<file path="src/rtl/mb_irq_collector.sv">
module mb_irq_collector #(
  parameter int DW = 32,
  parameter int AW = 3,
  parameter int NDED = 16
) (
  input  logic            clk,
  input  logic            rst_n,
  input  logic [2*DW-1:0] done_pulse,
  input  logic            evt_err,
  input  logic            evt_busoff,
  input  logic            evt_txwarn,
  input  logic            evt_rxwarn,
  input  logic            reg_we,
  input  logic [AW-1:0]   reg_addr,
  input  logic [DW-1:0]   reg_wdata,
  output logic [DW-1:0]   reg_rdata,
  output logic [NDED-1:0] irq_buf,
  output logic            irq_grp_lo,
  output logic            irq_grp_hi,
  output logic            irq_err,
  output logic            irq_bus
);
  localparam logic [AW-1:0] A_FLO = 0, A_FHI = 1, A_MLO = 2, A_MHI = 3,
                            A_STS = 4, A_CTL = 5;

  logic [DW-1:0] flag_lo, flag_hi, mask_lo, mask_hi;
  logic [3:0]    sts;
  logic [1:0]    ctl;

  wire [DW-1:0] clr_lo  = (reg_we && reg_addr == A_FLO) ? reg_wdata : '0;
  wire [DW-1:0] clr_hi  = (reg_we && reg_addr == A_FHI) ? reg_wdata : '0;
  wire [3:0]    clr_sts = (reg_we && reg_addr == A_STS) ? reg_wdata[3:0] : '0;
  wire [3:0]    set_sts = {evt_rxwarn, evt_txwarn, evt_busoff, evt_err};

  wire [DW-1:0] act_lo = flag_lo & mask_lo;
  wire [DW-1:0] act_hi = flag_hi & mask_hi;

  always_ff @(posedge clk or negedge rst_n) begin
    if (!rst_n) begin
      flag_lo <= '0;
      flag_hi <= '0;
      mask_lo <= '0;
      mask_hi <= '0;
      sts     <= '0;
      ctl     <= '0;
    end else begin
      flag_lo <= (flag_lo & ~clr_lo) | done_pulse[DW-1:0];
      flag_hi <= (flag_hi & ~clr_hi) | done_pulse[2*DW-1:DW];
      sts     <= (sts & ~clr_sts) | set_sts;
      if (reg_we && reg_addr == A_MLO) mask_lo <= reg_wdata;
      if (reg_we && reg_addr == A_MHI) mask_hi <= reg_wdata;
      if (reg_we && reg_addr == A_CTL) ctl <= reg_wdata[1:0];
    end
  end

  always_ff @(posedge clk or negedge rst_n) begin
    if (!rst_n) begin
      irq_buf    <= '0;
      irq_grp_lo <= 1'b0;
      irq_grp_hi <= 1'b0;
      irq_err    <= 1'b0;
      irq_bus    <= 1'b0;
    end else begin
      irq_buf    <= act_lo[NDED-1:0];
      irq_grp_lo <= |act_lo[DW-1:NDED];
      irq_grp_hi <= |act_hi;
      irq_err    <= sts[0] & ctl[0];
      irq_bus    <= (|sts[3:1]) & ctl[1];
    end
  end

  always_comb begin
    reg_rdata = '0;
    case (reg_addr)
      A_FLO:   reg_rdata = flag_lo;
      A_FHI:   reg_rdata = flag_hi;
      A_MLO:   reg_rdata = mask_lo;
      A_MHI:   reg_rdata = mask_hi;
      A_STS:   reg_rdata[3:0] = sts;
      A_CTL:   reg_rdata[1:0] = ctl;
      default: reg_rdata = '0;
    endcase
  end
endmodule

</file>
<file path="config.mk">
export PLATFORM = sky130hd
export DESIGN_NAME = mb_irq_collector
export DESIGN_NICKNAME = d
export VERILOG_FILES = /design/src/rtl/mb_irq_collector.sv
export SDC_FILE = /design/constraint.sdc
export NUM_CORES = 1
export LEC_CHECK = 0
export BUFFER_PORTS_ARGS = -buffer_cell sky130_fd_sc_hd__buf_4
export CELL_PAD_IN_SITES_DETAIL_PLACEMENT = 1
export CELL_PAD_IN_SITES_GLOBAL_PLACEMENT = 1
export CORE_MARGIN = 2
export CORE_UTILIZATION = 25
export DETAILED_ROUTE_END_ITERATION = 10
export PLACE_DENSITY = 0.56
export SLEW_MARGIN = 20
export SYNTH_ARGS = -nofsm -noshare
export SYNTH_HDL_FRONTEND = slang
export SYNTH_SLANG_ARGS = --single-unit
</file>
<file path="constraint.sdc">
create_clock -name clk -period 1.7 [get_ports clk]
set_input_delay 0.17 -clock clk [delete_from_list [all_inputs] [get_ports clk]]
set_output_delay 0.17 -clock clk [all_outputs]
set_load 0.005 [all_outputs]
</file>
Yosys cells after proc, flatten, opt, wreduce, memory -nomap -nowiden --
Index checks and enable logic that the tools add are counted.
Storage, ports and cells: bits in registers 154, bits of input ports 106
Operators by class: eq/ne operators 5, mux-type cells 6, bitwise gates (word level) 13, reduce and logical (&&, ||, !) cells 10
Operators by type and width (number):
- $and A32 B32 Y32 | 4
- $pmux W28 S4 | 1
- $mux W32 | 2
- $not A32 Y32 | 2
- $or A32 B32 Y32 | 2
- $reduce_or A32 Y1 | 1
- $reduce_or A16 Y1 | 1
- $pmux W2 S6 | 1
- $pmux W2 S5 | 1
- $eq A3 B2 Y1 const B | 2
- $eq A3 B3 Y1 const B | 2
- $logic_and A1 B1 Y1 | 6
- $and A4 B4 Y4 | 1
- $mux W4 | 1
- $not A4 Y4 | 1
- $or A4 B4 Y4 | 1
- $eq A3 B1 Y1 const B | 1
- $logic_not A3 Y1 | 1
- $reduce_or A3 Y1 | 1
- $and A1 B1 Y1 | 2

Logic depth before layout (Yosys ltp) --
Gate-level depths: netlist (run 1).
depth after elaboration 6, mapped depth 6

Worst setup path before layout (run 1) --
Ideal clock, no wire load.
path kind register to register, from register flag_hi[16], to register irq_grp_hi, library setup time 0.138 ns, arrival 1.132 ns, data required time 1.562 ns, slack 0.429 ns, cell stages (with the launch flop) 4, path buffers 0, period minus slack after synthesis 1.271 ns, cells stage by stage dfrtp_1 > a22oi_1 > nand4_1 > or4_1
On the way: longest elaborated chain between the ends 2
Ends and longest elaborated chain:
- start: declaration | RTL line 26 | logic [DW-1:0] flag_lo, flag_hi, mask_lo, mask_hi;
- start signal: assignment | RTL line 48 | flag_hi <= (flag_hi & ~clr_hi) | done_pulse[2*DW-1:DW];
- $and A32 B32 Y32 | RTL line 36 | wire [DW-1:0] act_hi = flag_hi & mask_hi;
- $reduce_or A32 Y1 | RTL line 66 | irq_grp_hi <= |act_hi;
- end signal: assignment | RTL line 66
- end: declaration | RTL line 19 | output logic irq_grp_hi,
Every way passes these cells. A chain may end at the register's enable or synchronous reset.

Worst setup path after layout (run 1) --
from register flag_lo[0], to output reg_rdata[0]
On the way: longest elaborated chain between the ends 1
Ends and longest elaborated chain:
- start: declaration | RTL line 26
- start signal: assignment | RTL line 47 | flag_lo <= (flag_lo & ~clr_lo) | done_pulse[DW-1:0];
- $pmux W2 S6 | RTL line 74 | case (reg_addr)
- end: declaration | RTL line 16 | output logic [DW-1:0] reg_rdata,
Every way passes these cells.

==> results of run 1 <==
metal layers:
| metal | vias to the layer above | routed length (um) |
|---|---|---|
| met2 | 132 | 11030 |
| met1 | 2814 | 10670 |
| met3 | 11 | 1009 |
| met5 | - | 0 |
| met4 | 0 | 247 |
| li1 | 2546 | - |
sequential cells by signal (all words and copies together), names as in the netlist:
register	cells
flag_hi	32
irq_grp_lo	1
mask_hi	32
ctl	2
irq_buf	16
irq_err	1
mask_lo	32
irq_grp_hi	1
sts	4
flag_lo	32
irq_bus	1
repair_timing:
| action | in CTS | in global routing |
|---|---|---|
| gates cloned | 0 | 0 |
| resized for setup | 3 | 4 |
| buffers inserted | 5 | 1 |
| hold buffers | 92 | 1 |
| pin swaps | 4 | 2 |
| endpoints found under the setup margin | 4 | 4 |
| endpoints found under the hold margin | 149 | 1 |
stage by stage:
stage / util / power (mW) / area, um2 / setup TNS, ns / setup slack (ns)
floorplan: - / 5.119 / 6664 / 0 / 0.4294
global placement: 0.3224 / 6.080 / 8426 / 0 / 0.1603
detailed placement: 0.3224 / 6.142 / 8426 / 0 / 0.09422
CTS: 0.3838 / 10.52 / 10030 / -0.05401 / -0.02408
global route: 0.3853 / 10.90 / 10070 / -0.1741 / -0.08902
finish: 0.3853 / 10.37 / 10070 / 0 / 0.0007554
synthesized netlist by cell type (5+ instances only):
library cell	number	area share
mux2_1	60	0.10
a221oi_1	6	0.0079
and2_1	18	0.017
buf_4	5	0.0056
buf_2	17	0.013
a21o_1	68	0.077
dfrtp_1	154	0.58
mux2_2	8	0.014
nand4_1	5	0.0047
nand2_1	97	0.055
a22oi_1	77	0.087
a22o_1	5	0.0066
cell type report:
type | count | area [um2] | share of cell area
repair buffers | 276 | 2446 | 0.2429
flip-flops and latches | 154 | 3854 | 0.3828
inverters | 1 | 3.754 | 0.0003728
multi-input cells | 366 | 2708 | 0.2689
well taps | 335 | 419.2 | 0.04163
clock buffers | 21 | 480.5 | 0.04772
clock inverters | 11 | 157.7 | 0.01566
power by group through the flow:
stage	Combinational (mW)	Clock [mW]	Sequential, mW
2_1_floorplan	0.675	0	4.44
4_1_cts	1.77	4.24	4.52
3_5_place_dp	1.56	0	4.58
5_1_grt	1.91	4.40	4.58
6_report	1.74	4.11	4.52
3_3_place_gp	1.51	0	4.57
cells in the final DEF, fill, tap and decap left out, types with 2 or more instances in the layout:
master / synthesis / final
a22o_1: 5 / 5
mux2_1: 60 / 60
a22oi_1: 77 / 75
nand3_1: 2 / 2
buf_4: 5 / 171
clkbuf_8: 0 / 4
and2_1: 18 / 17
buf_12: 0 / 11
clkbuf_16: 0 / 17
nand4_1: 5 / 5
dlygate4sd3_1: 0 / 93
dfrtp_1: 154 / 154
a221oi_1: 6 / 4
bufinv_16: 0 / 3
a21o_1: 68 / 68
clkinvlp_4: 0 / 4
o22ai_1: 2 / 2
a221oi_2: 0 / 2
a22oi_2: 0 / 2
nand2_1: 97 / 96
inv_6: 0 / 3
mux2_2: 8 / 8
cell families after synthesis:
family	count (synthesis)	synth area share
buf+inv	30	0.02628
compound gates	162	0.1838
flops	154	0.5783
simple gates	135	0.09519
mux	69	0.1164
worst max path at each step:
| stage | slack (ns) | from | end |
|---|---|---|---|
| floorplan | 0.43 | flag_hi[16] | irq_grp_hi |
| global placement | 0.16 | reg_addr[1] | mask_lo[31] |
| detailed placement | 0.09 | reg_addr[1] | mask_lo[13] |
| CTS | -0.02 | flag_lo[0] | reg_rdata[0] |
| global route | -0.09 | flag_lo[0] | reg_rdata[0] |
| finish | 0.0008 | flag_lo[0] | reg_rdata[0] |
==> impl_metrics.py, run 1 <==
metrics = {
    "timing": {
        "whs_ns": 0.01781,
        "timing_hold_violations_final": 0,
        "setup_violations": 0,
        "worst_slew_pin_slew_ns": 0.4457,
        "fmax_ghz": 0.5885,
        "fin_crit_sh": 0.9996,
        "slew_violations": 0,
        "skew_ns": 0.01046,
        "rsz0062_at_grt": "true",
        "relSlewSlack": 0.7028,
        "final.min_clock_period_ns": 1.699,
    },
    "power": {
        "p_sw_frac": 0.2623,
        "p_sw_mw": 2.721,
        "pwr-share-clk": 0.396,
        "ir_drop_mv": 0.5215,
        "power-per-cell-area_mw_per_mm2": 1030,
        "p_leak_nw": 4.192,
        "combPwrFrac": 0.168,
        "p_int_mw": 7.651,
        "seqPwrFrac": 0.436,
    },
    "detailed_routing": {
        "dr.pass1.iters": 8,
        "routed_via_density": 4.728,
        "vias": 5503,
        "wirelength_mm": 22.96,
        "drc": 9,
        "wl_per_cell_um": 19.72,
        "drt_iter0_markers": 305,
        "ant_nets": 0,
    },
    "global_routing": {
        "grt_max_degree": 46,
        "met1_usage": 0.2270,
        "grt_pass1_vias": 6206,
        "busiest_layer": "met2",
        "overflow": 0,
        "met3_usage": 0.03593,
        "antenna_found_initial": 0,
        "met2_usage": 0.2712,
        "groute.usage.overall": 0.1676,
        "grt_pass1_wl_mm": 36.21,
    },
    "synthesis": {
        "ys_async_sr_fraction": 1.000,
        "ys_warn_count": 0,
        "postSynthAreaPerCell_um2": 12.12,
        "synth_seq_area_share": 0.5783,
        "synth_nets": 656,
        "ys_types": 35,
        "synth_area_mm2": 0.006664,
        "netlist_instances": 550,
        "synthFlopType": "dfrtp_1",
        "ys_seq_elements": 154,
        "synth_edf_count": 0,
    },
    "worst_setup_path": {
        "worst_setup_path_end_kind": "output pin",
        "cpPeakStageDelay_ns": 0.38,
        "reg2reg_slack_ns": 0.16,
        "critPathRequiredTime_ns": 1.53,
        "critPathKind": "reg2out",
        "r2r-start": "flag_hi[20]",
        "r2r_cells": 3,
        "cp_num_cells": 4,
        "crit_slowest_cell": "or3b_4",
        "path_buf_inv": 1,
        "r2r-end": "irq_grp_hi",
        "critPathLaunchType": "flip-flop",
        "crit_fanout": 2,
        "path_cells": "or3b_4 -> a21oi_2 -> a211o_1 -> buf_4",
        "arrival_ns": 1.53,
        "cp_top_family": "simple AND/OR/NAND/NOR gates",
    },
    "layout": {
        "nFillCells": 2840,
        "area_delta_synth_final_pct": 51.09,
        "diodes": 0,
        "layout.nets": 922,
        "layout-drive-gt1-share": 0.2871,
        "final_cell_count_no_fill": 1164,
    },
    "floorplanning": {
        "die_width_um": 167.3,
        "core_mm2": 0.02613,
        "rows": 59,
        "dieArea_mm2": 0.02798,
        "die_y_um": 167.3,
        "ios": 158,
        "start_util": 0.2550,
    },
    "status": {
        "status": "finished with violations",
        "violations": "DRC",
    },
    "clock_tree": {
        "cts_buffers": 17,
        "cts_root_buffer": "clkbuf_16",
        "clock_path_buffers": 2,
        "clkSlewWorstSetupHoldPaths_ns": 0.07,
        "cts_tree": "built",
        "insertion_delay_ns": 0.42,
        "cts.sinks": 154,
        "cts_max_level": 4,
    },
    "placement": {
        "port_buffers": 157,
        "dp.cells": 1033,
        "dp_hpwl_mm": 16.08,
        "gp_congestion": 0.7967,
    },
    "job": {
        "drv_cap": 0,
    },
    "hold_path": {
        "min_path_cells": 2,
        "hold_end": "mask_lo[26]",
        "min_from": "reg_wdata[26]",
        "hp-class": "in2reg",
    },
}
(Power assumes the default switching activity.)
==> run 2: changes to the inputs <==
--- a/config.mk
+++ b/config.mk
@@ -10,6 +10,7 @@
 export CELL_PAD_IN_SITES_GLOBAL_PLACEMENT = 1
 export CORE_MARGIN = 2
 export CORE_UTILIZATION = 25
+export CTS_BUF_LIST = sky130_fd_sc_hd__clkbuf_16
 export DETAILED_ROUTE_END_ITERATION = 10
 export PLACE_DENSITY = 0.56
 export SLEW_MARGIN = 20
==> run 2 against run 1 <==
  * The run ends with DRC, setup timing left
  * First-iteration DRC count increased by 24%
  * Clock-buffer cell count down 4
  * Critical path depth is the same
  * Clock power down 4%
  * Non-clock buffer count unchanged
  * Sequential power hardly changed
  * Maximum frequency is essentially flat
  * Global-route usage about the same
  * Via count about the same
  * Routed wire length fell by 0.25%
  * Sequential share of layout area grew 0.15 points
  * Utilization fell by 0.15 points
==> impl_metrics.py, run 2 (synthesized netlist as in run 1, its figures left out) <==
metrics = {
    "status": {
        "status": "finished with violations",
        "violations": "DRC, setup timing",
    },
    "global_routing": {
        "overflow": 0,
        "grt_pass1_wl_mm": 36.17,
        "antenna_found_initial": 0,
        "groute.usage.overall": 0.1672,
        "grt_pass1_vias": 6197,
        "grt_max_degree": 46,
    },
    "floorplanning": {
        "ios": 158,
        "dieArea_mm2": 0.02798,
        "die_y_um": 167.3,
        "die_width_um": 167.3,
        "core_mm2": 0.02613,
        "start_util": 0.2550,
        "rows": 59,
    },
    "placement": {
        "gp_congestion": 0.7967,
        "place_area_mm2": 0.008426,
        "dp_hpwl_mm": 16.08,
        "port_buffers": 157,
    },
    "job": {
        "drv_cap": 0,
    },
    "worst_setup_path": {
        "arrival_ns": 1.53,
        "worst_setup_path_end_kind": "output pin",
        "critPathKind": "reg2out",
        "critPathRequiredTime_ns": 1.53,
        "critPathLaunchType": "flip-flop",
        "crit_fanout": 2,
    },
    "layout": {
        "layout_commonest_cell": "buf_4",
        "layout.nets": 922,
        "layout-drive-gt1-share": 0.2823,
        "area_delta_synth_final_pct": 50.49,
        "stdcell_area_mm2": 0.01003,
        "mostFrequentLayoutCells": "buf_4 (171), dfrtp_1 (154), nand2_1 (96), dlygate4sd3_1 (93), a22oi_1 (75)",
        "diodes": 0,
    },
    "timing": {
        "slew_violations": 0,
        "worst_slew_pin_slew_ns": 0.4457,
        "rsz0062_at_grt": "true",
        "skew_ns": 0.01148,
        "whs_ns": 0.01991,
        "fin_crit_sh": 1.000,
        "relSlewSlack": 0.7029,
        "final.min_clock_period_ns": 1.700,
        "setup_violations": 1,
        "fmax_ghz": 0.5882,
        "timing_hold_violations_final": 0,
        "setup_slack_ns": -0.00003952,
    },
    "clock_tree": {
        "cts_max_level": 4,
        "cts.sinks": 154,
        "clkSlewWorstSetupHoldPaths_ns": 0.07,
        "cts_tree": "built",
        "clock_path_buffers": 2,
        "cts_buffers": 17,
        "insertion_delay_ns": 0.43,
        "cts_root_buffer": "clkbuf_16",
    },
    "detailed_routing": {
        "dr.pass1.iters": 7,
        "routed_via_density": 4.729,
        "ant_nets": 0,
        "wirelength_mm": 22.90,
        "drt_iter0_markers": 378,
        "vias": 5505,
        "drc": 9,
        "wl_per_cell_um": 19.67,
    },
    "hold_path": {
        "hp-class": "in2reg",
    },
    "power": {
        "p_leak_nw": 4.170,
        "power-per-cell-area_mw_per_mm2": 1016,
        "ir_drop_mv": 0.5259,
    },
}
==> run 2: metrics by stage <==
stage / util / instances / setup slack (ns) / total power, mW / setup TNS (ns)
2_1_floorplan: - / 550 / 0.4294 / 5.119 / 0
3_3_place_gp: 0.3224 / 1033 / 0.1603 / 6.080 / 0
3_5_place_dp: 0.3224 / 1033 / 0.09422 / 6.142 / 0
4_1_cts: 0.3826 / 1163 / -0.02191 / 10.34 / -0.04738
5_1_grt: 0.3838 / 1164 / -0.08450 / 10.71 / -0.1599
6_report: 0.3838 / 1164 / -0.00003952 / 10.19 / -0.00003952
==> run 2: area by class of cell <==
class                           count  area, um2
Clock buffer                       17      425.4
Multi-Input combinational cell    366       2708
Sequential cell                   154       3854
Timing Repair Buffer              276       2446
Tap cell                          335      419.2
Fill cell                        2841      16100
Clock inverter                     15      172.7
Inverter                            1      3.754
==> run 2: routing by layer <==
layer  share of wire  up-vias  wire length (um)  track usage
met4           0.018        0               405      0.05406
met3           0.042       22               957      0.03096
met1            0.47     2795             10690       0.2262
li1                -     2546                 -            -
met5               0        -                 0            0
met2            0.47      142             10850       0.2719
==> run 2: final timing paths <==
check	from	end	slack (ns)	cells after the start
min	reg_wdata[26]	mask_lo[26]	0.02	2
max in group asynchronous	rst_n	flag_lo[15]	0.85	3
max	flag_lo[0]	reg_rdata[0]	-0.00004	4
max reg2reg	flag_hi[20]	irq_grp_hi	0.16	3
min reg2reg	flag_lo[9]	flag_lo[9]	0.50	1
min in group asynchronous	rst_n	sts[2]	0.24	2
==> run 2: report_power, final <==
group	switching, mW	total (mW)	leakage, nW	internal [mW]
logic	0.727	1.74	2.26	1.01
registers	0.379	4.52	1.63	4.14
clock network	1.61	3.93	0.278	2.31
==> run 2: worst max-delay path, cell delays in order, from the launching register on <==
cell,delay [ns]
dfrtp_1,0.37
or3b_4,0.38
a21oi_2,0.12
a211o_1,0.12
buf_4,0.11
==> run 2: repair_timing <==
action	in CTS	in global routing
buffers inserted	5	1
resized for setup	3	4
endpoints found under the setup margin	4	4
hold buffers	93	0
hold endpoints to repair	150	0
pin swaps	4	2
==> run 3: changes to the inputs <==
--- a/config.mk
+++ b/config.mk
@@ -12,7 +12,8 @@
 export CORE_UTILIZATION = 25
 export CTS_BUF_LIST = sky130_fd_sc_hd__clkbuf_16
 export DETAILED_ROUTE_END_ITERATION = 10
-export PLACE_DENSITY = 0.56
+export PLACE_DENSITY_LB_ADDON = 0.3
+export RECOVER_POWER = 50
 export SLEW_MARGIN = 20
 export SYNTH_ARGS = -nofsm -noshare
 export SYNTH_HDL_FRONTEND = slang
==> constraint.sdc (replaced) <==
create_clock -name clk -period 1.78 [get_ports clk]
set_input_delay 0.178 -clock clk [delete_from_list [all_inputs] [get_ports clk]]
set_output_delay 0.178 -clock clk [all_outputs]
set_load 0.005 [all_outputs]
==> run 3 against run 2 <==
  * The flow finishes with violations (DRC)
  * Die area did not move
  * Critical path type unchanged
  * Cell area fell by 1.6%
  * Sequential share of layout area rose by 0.64 points
  * First-iteration DRC count fell by 24%
  * Global-route usage rose by 0.080 points
  * Combinational power fell by 7%
  * Critical endpoint unchanged
  * Setup slack improved by 0.056 ns
  * Sequential power fell by 4.9%
  * Routed wire length fell by 0.33%
==> impl_metrics.py, run 3 (synthesized netlist as in run 1, its figures left out) <==
metrics = {
    "global_routing": {
        "grt_pass1_wl_mm": 35.85,
        "groute.usage.overall": 0.1680,
        "overflow": 0,
        "antenna_found_initial": 0,
        "grt_max_degree": 46,
        "grt_pass1_vias": 6077,
    },
    "worst_setup_path": {
        "critPathRequiredTime_ns": 1.60,
        "arrival_ns": 1.55,
        "critPathKind": "reg2out",
        "worst_setup_path_end_kind": "output pin",
        "crit_fanout": 2,
        "critPathLaunchType": "flip-flop",
    },
    "detailed_routing": {
        "wl_per_cell_um": 19.66,
        "drc": 11,
        "dr.pass1.iters": 7,
        "routed_via_density": 4.737,
        "vias": 5500,
        "drt_iter0_markers": 288,
        "ant_nets": 0,
        "wirelength_mm": 22.83,
    },
    "layout": {
        "layout.nets": 919,
        "layout-drive-gt1-share": 0.2712,
        "mostFrequentLayoutCells": "buf_4 (165), dfrtp_1 (154), nand2_1 (96), dlygate4sd3_1 (94), a22oi_1 (76)",
        "area_delta_synth_final_pct": 48.01,
        "diodes": 0,
        "layout_commonest_cell": "buf_4",
        "stdcell_area_mm2": 0.009863,
        "multi_input_area_mm2": 0.002681,
        "nFillCells": 2853,
        "register_area_mm2": 0.003854,
    },
    "floorplanning": {
        "core_mm2": 0.02613,
        "die_width_um": 167.3,
        "rows": 59,
        "start_util": 0.2550,
        "dieArea_mm2": 0.02798,
        "ios": 158,
        "die_y_um": 167.3,
    },
    "clock_tree": {
        "cts_tree": "built",
        "insertion_delay_ns": 0.43,
        "clock_path_buffers": 2,
        "cts_max_level": 4,
        "cts_buffers": 17,
        "clkSlewWorstSetupHoldPaths_ns": 0.06,
        "cts_root_buffer": "clkbuf_16",
        "cts.sinks": 154,
    },
    "timing": {
        "rsz0062_at_grt": "false",
        "skew_ns": 0.008374,
        "setup_violations": 0,
        "relSlewSlack": 0.2728,
        "fin_setup_tns_ns": 0,
        "timing_hold_violations_final": 0,
        "fin_crit_sh": 0.9687,
        "fmax_ghz": 0.5799,
        "whs_ns": 0.01912,
        "slew_violations": 0,
        "worst_slew_pin_slew_ns": 1.091,
        "final.min_clock_period_ns": 1.724,
    },
    "power": {
        "combPwrFrac": 0.173,
        "p_leak_nw": 4.107,
        "ir_drop_mv": 0.5174,
        "p_int_mw": 6.797,
        "pwr-share-clk": 0.366,
        "seqPwrFrac": 0.461,
        "p_sw_mw": 2.541,
        "p_total_mw": 9.339,
        "power-per-cell-area_mw_per_mm2": 946.8,
        "p_sw_frac": 0.2721,
    },
    "placement": {
        "dp_hpwl_mm": 15.58,
        "port_buffers": 157,
        "place_area_mm2": 0.008406,
        "gp_congestion": 0.7218,
    },
    "job": {
        "drv_cap": 0,
    },
    "status": {
        "violations": "DRC",
        "status": "finished with violations",
    },
    "hold_path": {
        "hp-class": "in2reg",
    },
}
## run 3: cell types whose count changed in the layout (fill, tap and decap cells not counted), moves of 2 or more
cell / previous run / this run
buf_4: 171 / 165
buf_12: 11 / 7
a221oi_2: 2 / 0
and2_1: 17 / 6
and2_0: 0 / 11
clkbuf_2: 0 / 3
a221oi_1: 4 / 6
clkinv_2: 0 / 2
inv_1: 1 / 4
bufinv_16: 3 / 1
## run 3: worst paths after layout
path	start	endpoint	slack, ns	cells past startpoint
hold reg to reg	flag_lo[8]	flag_lo[8]	0.50	1
setup reg to reg	flag_hi[19]	irq_grp_hi	0.18	3
max in group asynchronous	rst_n	flag_hi[27]	0.28	3
hold / removal	reg_wdata[27]	mask_lo[27]	0.02	2
setup / recovery	flag_lo[0]	reg_rdata[0]	0.06	4
min in group asynchronous	rst_n	flag_hi[14]	0.49	2
## run 3: cell type report
type,instances,share of cell area
Tap cell,335,0.04250
Clock buffer,17,0.04313
Sequential cell,154,0.3907
Inverter,1,0.0003806
Timing Repair Buffer,273,0.2401
Multi-Input combinational cell,366,0.2719
Clock inverter,15,0.01129
## run 3: power by group through the flow
stage	Sequential [mW]	Clock, mW	Combinational [mW]
6_report	4.30	3.42	1.62
5_1_grt	4.37	3.69	1.78
4_1_cts	4.30	3.54	1.67
3_5_place_dp	4.37	0	1.48
3_3_place_gp	4.36	0	1.45
2_1_floorplan	4.24	0	0.645
## run 3: worst max-delay path, cell delays in order, from the launching register on
cell	delay (ns)
dfrtp_1	0.36
or3b_4	0.39
a21oi_2	0.12
a211o_1	0.13
buf_4	0.12
## run 3: routing by layer
layer  vias up  track usage  wire length [um]
met4         0      0.04499               221
met5         -            0                 0
met1      2806       0.2360             10910
met2       135       0.2686             10770
li1       2545            -                 -
met3        14      0.02907               930
## run 3: repair_timing
action,CTS,global route
gates resized for setup,2,2
cloned,0,0
setup buffers,3,0
pin swaps,1,4
hold buffers,94,0
hold endpoints to repair,148,0
setup endpoints to repair,2,2
## run 3: stage by stage
stage	utilization	worst slack [ns]	cells
floorplan	-	0.5094	550
global placement	0.3217	0.1356	1032
detailed placement	0.3217	0.09537	1032
CTS	0.3793	0.02906	1161
global route	0.3774	0.003008	1161
finish	0.3774	0.05567	1161
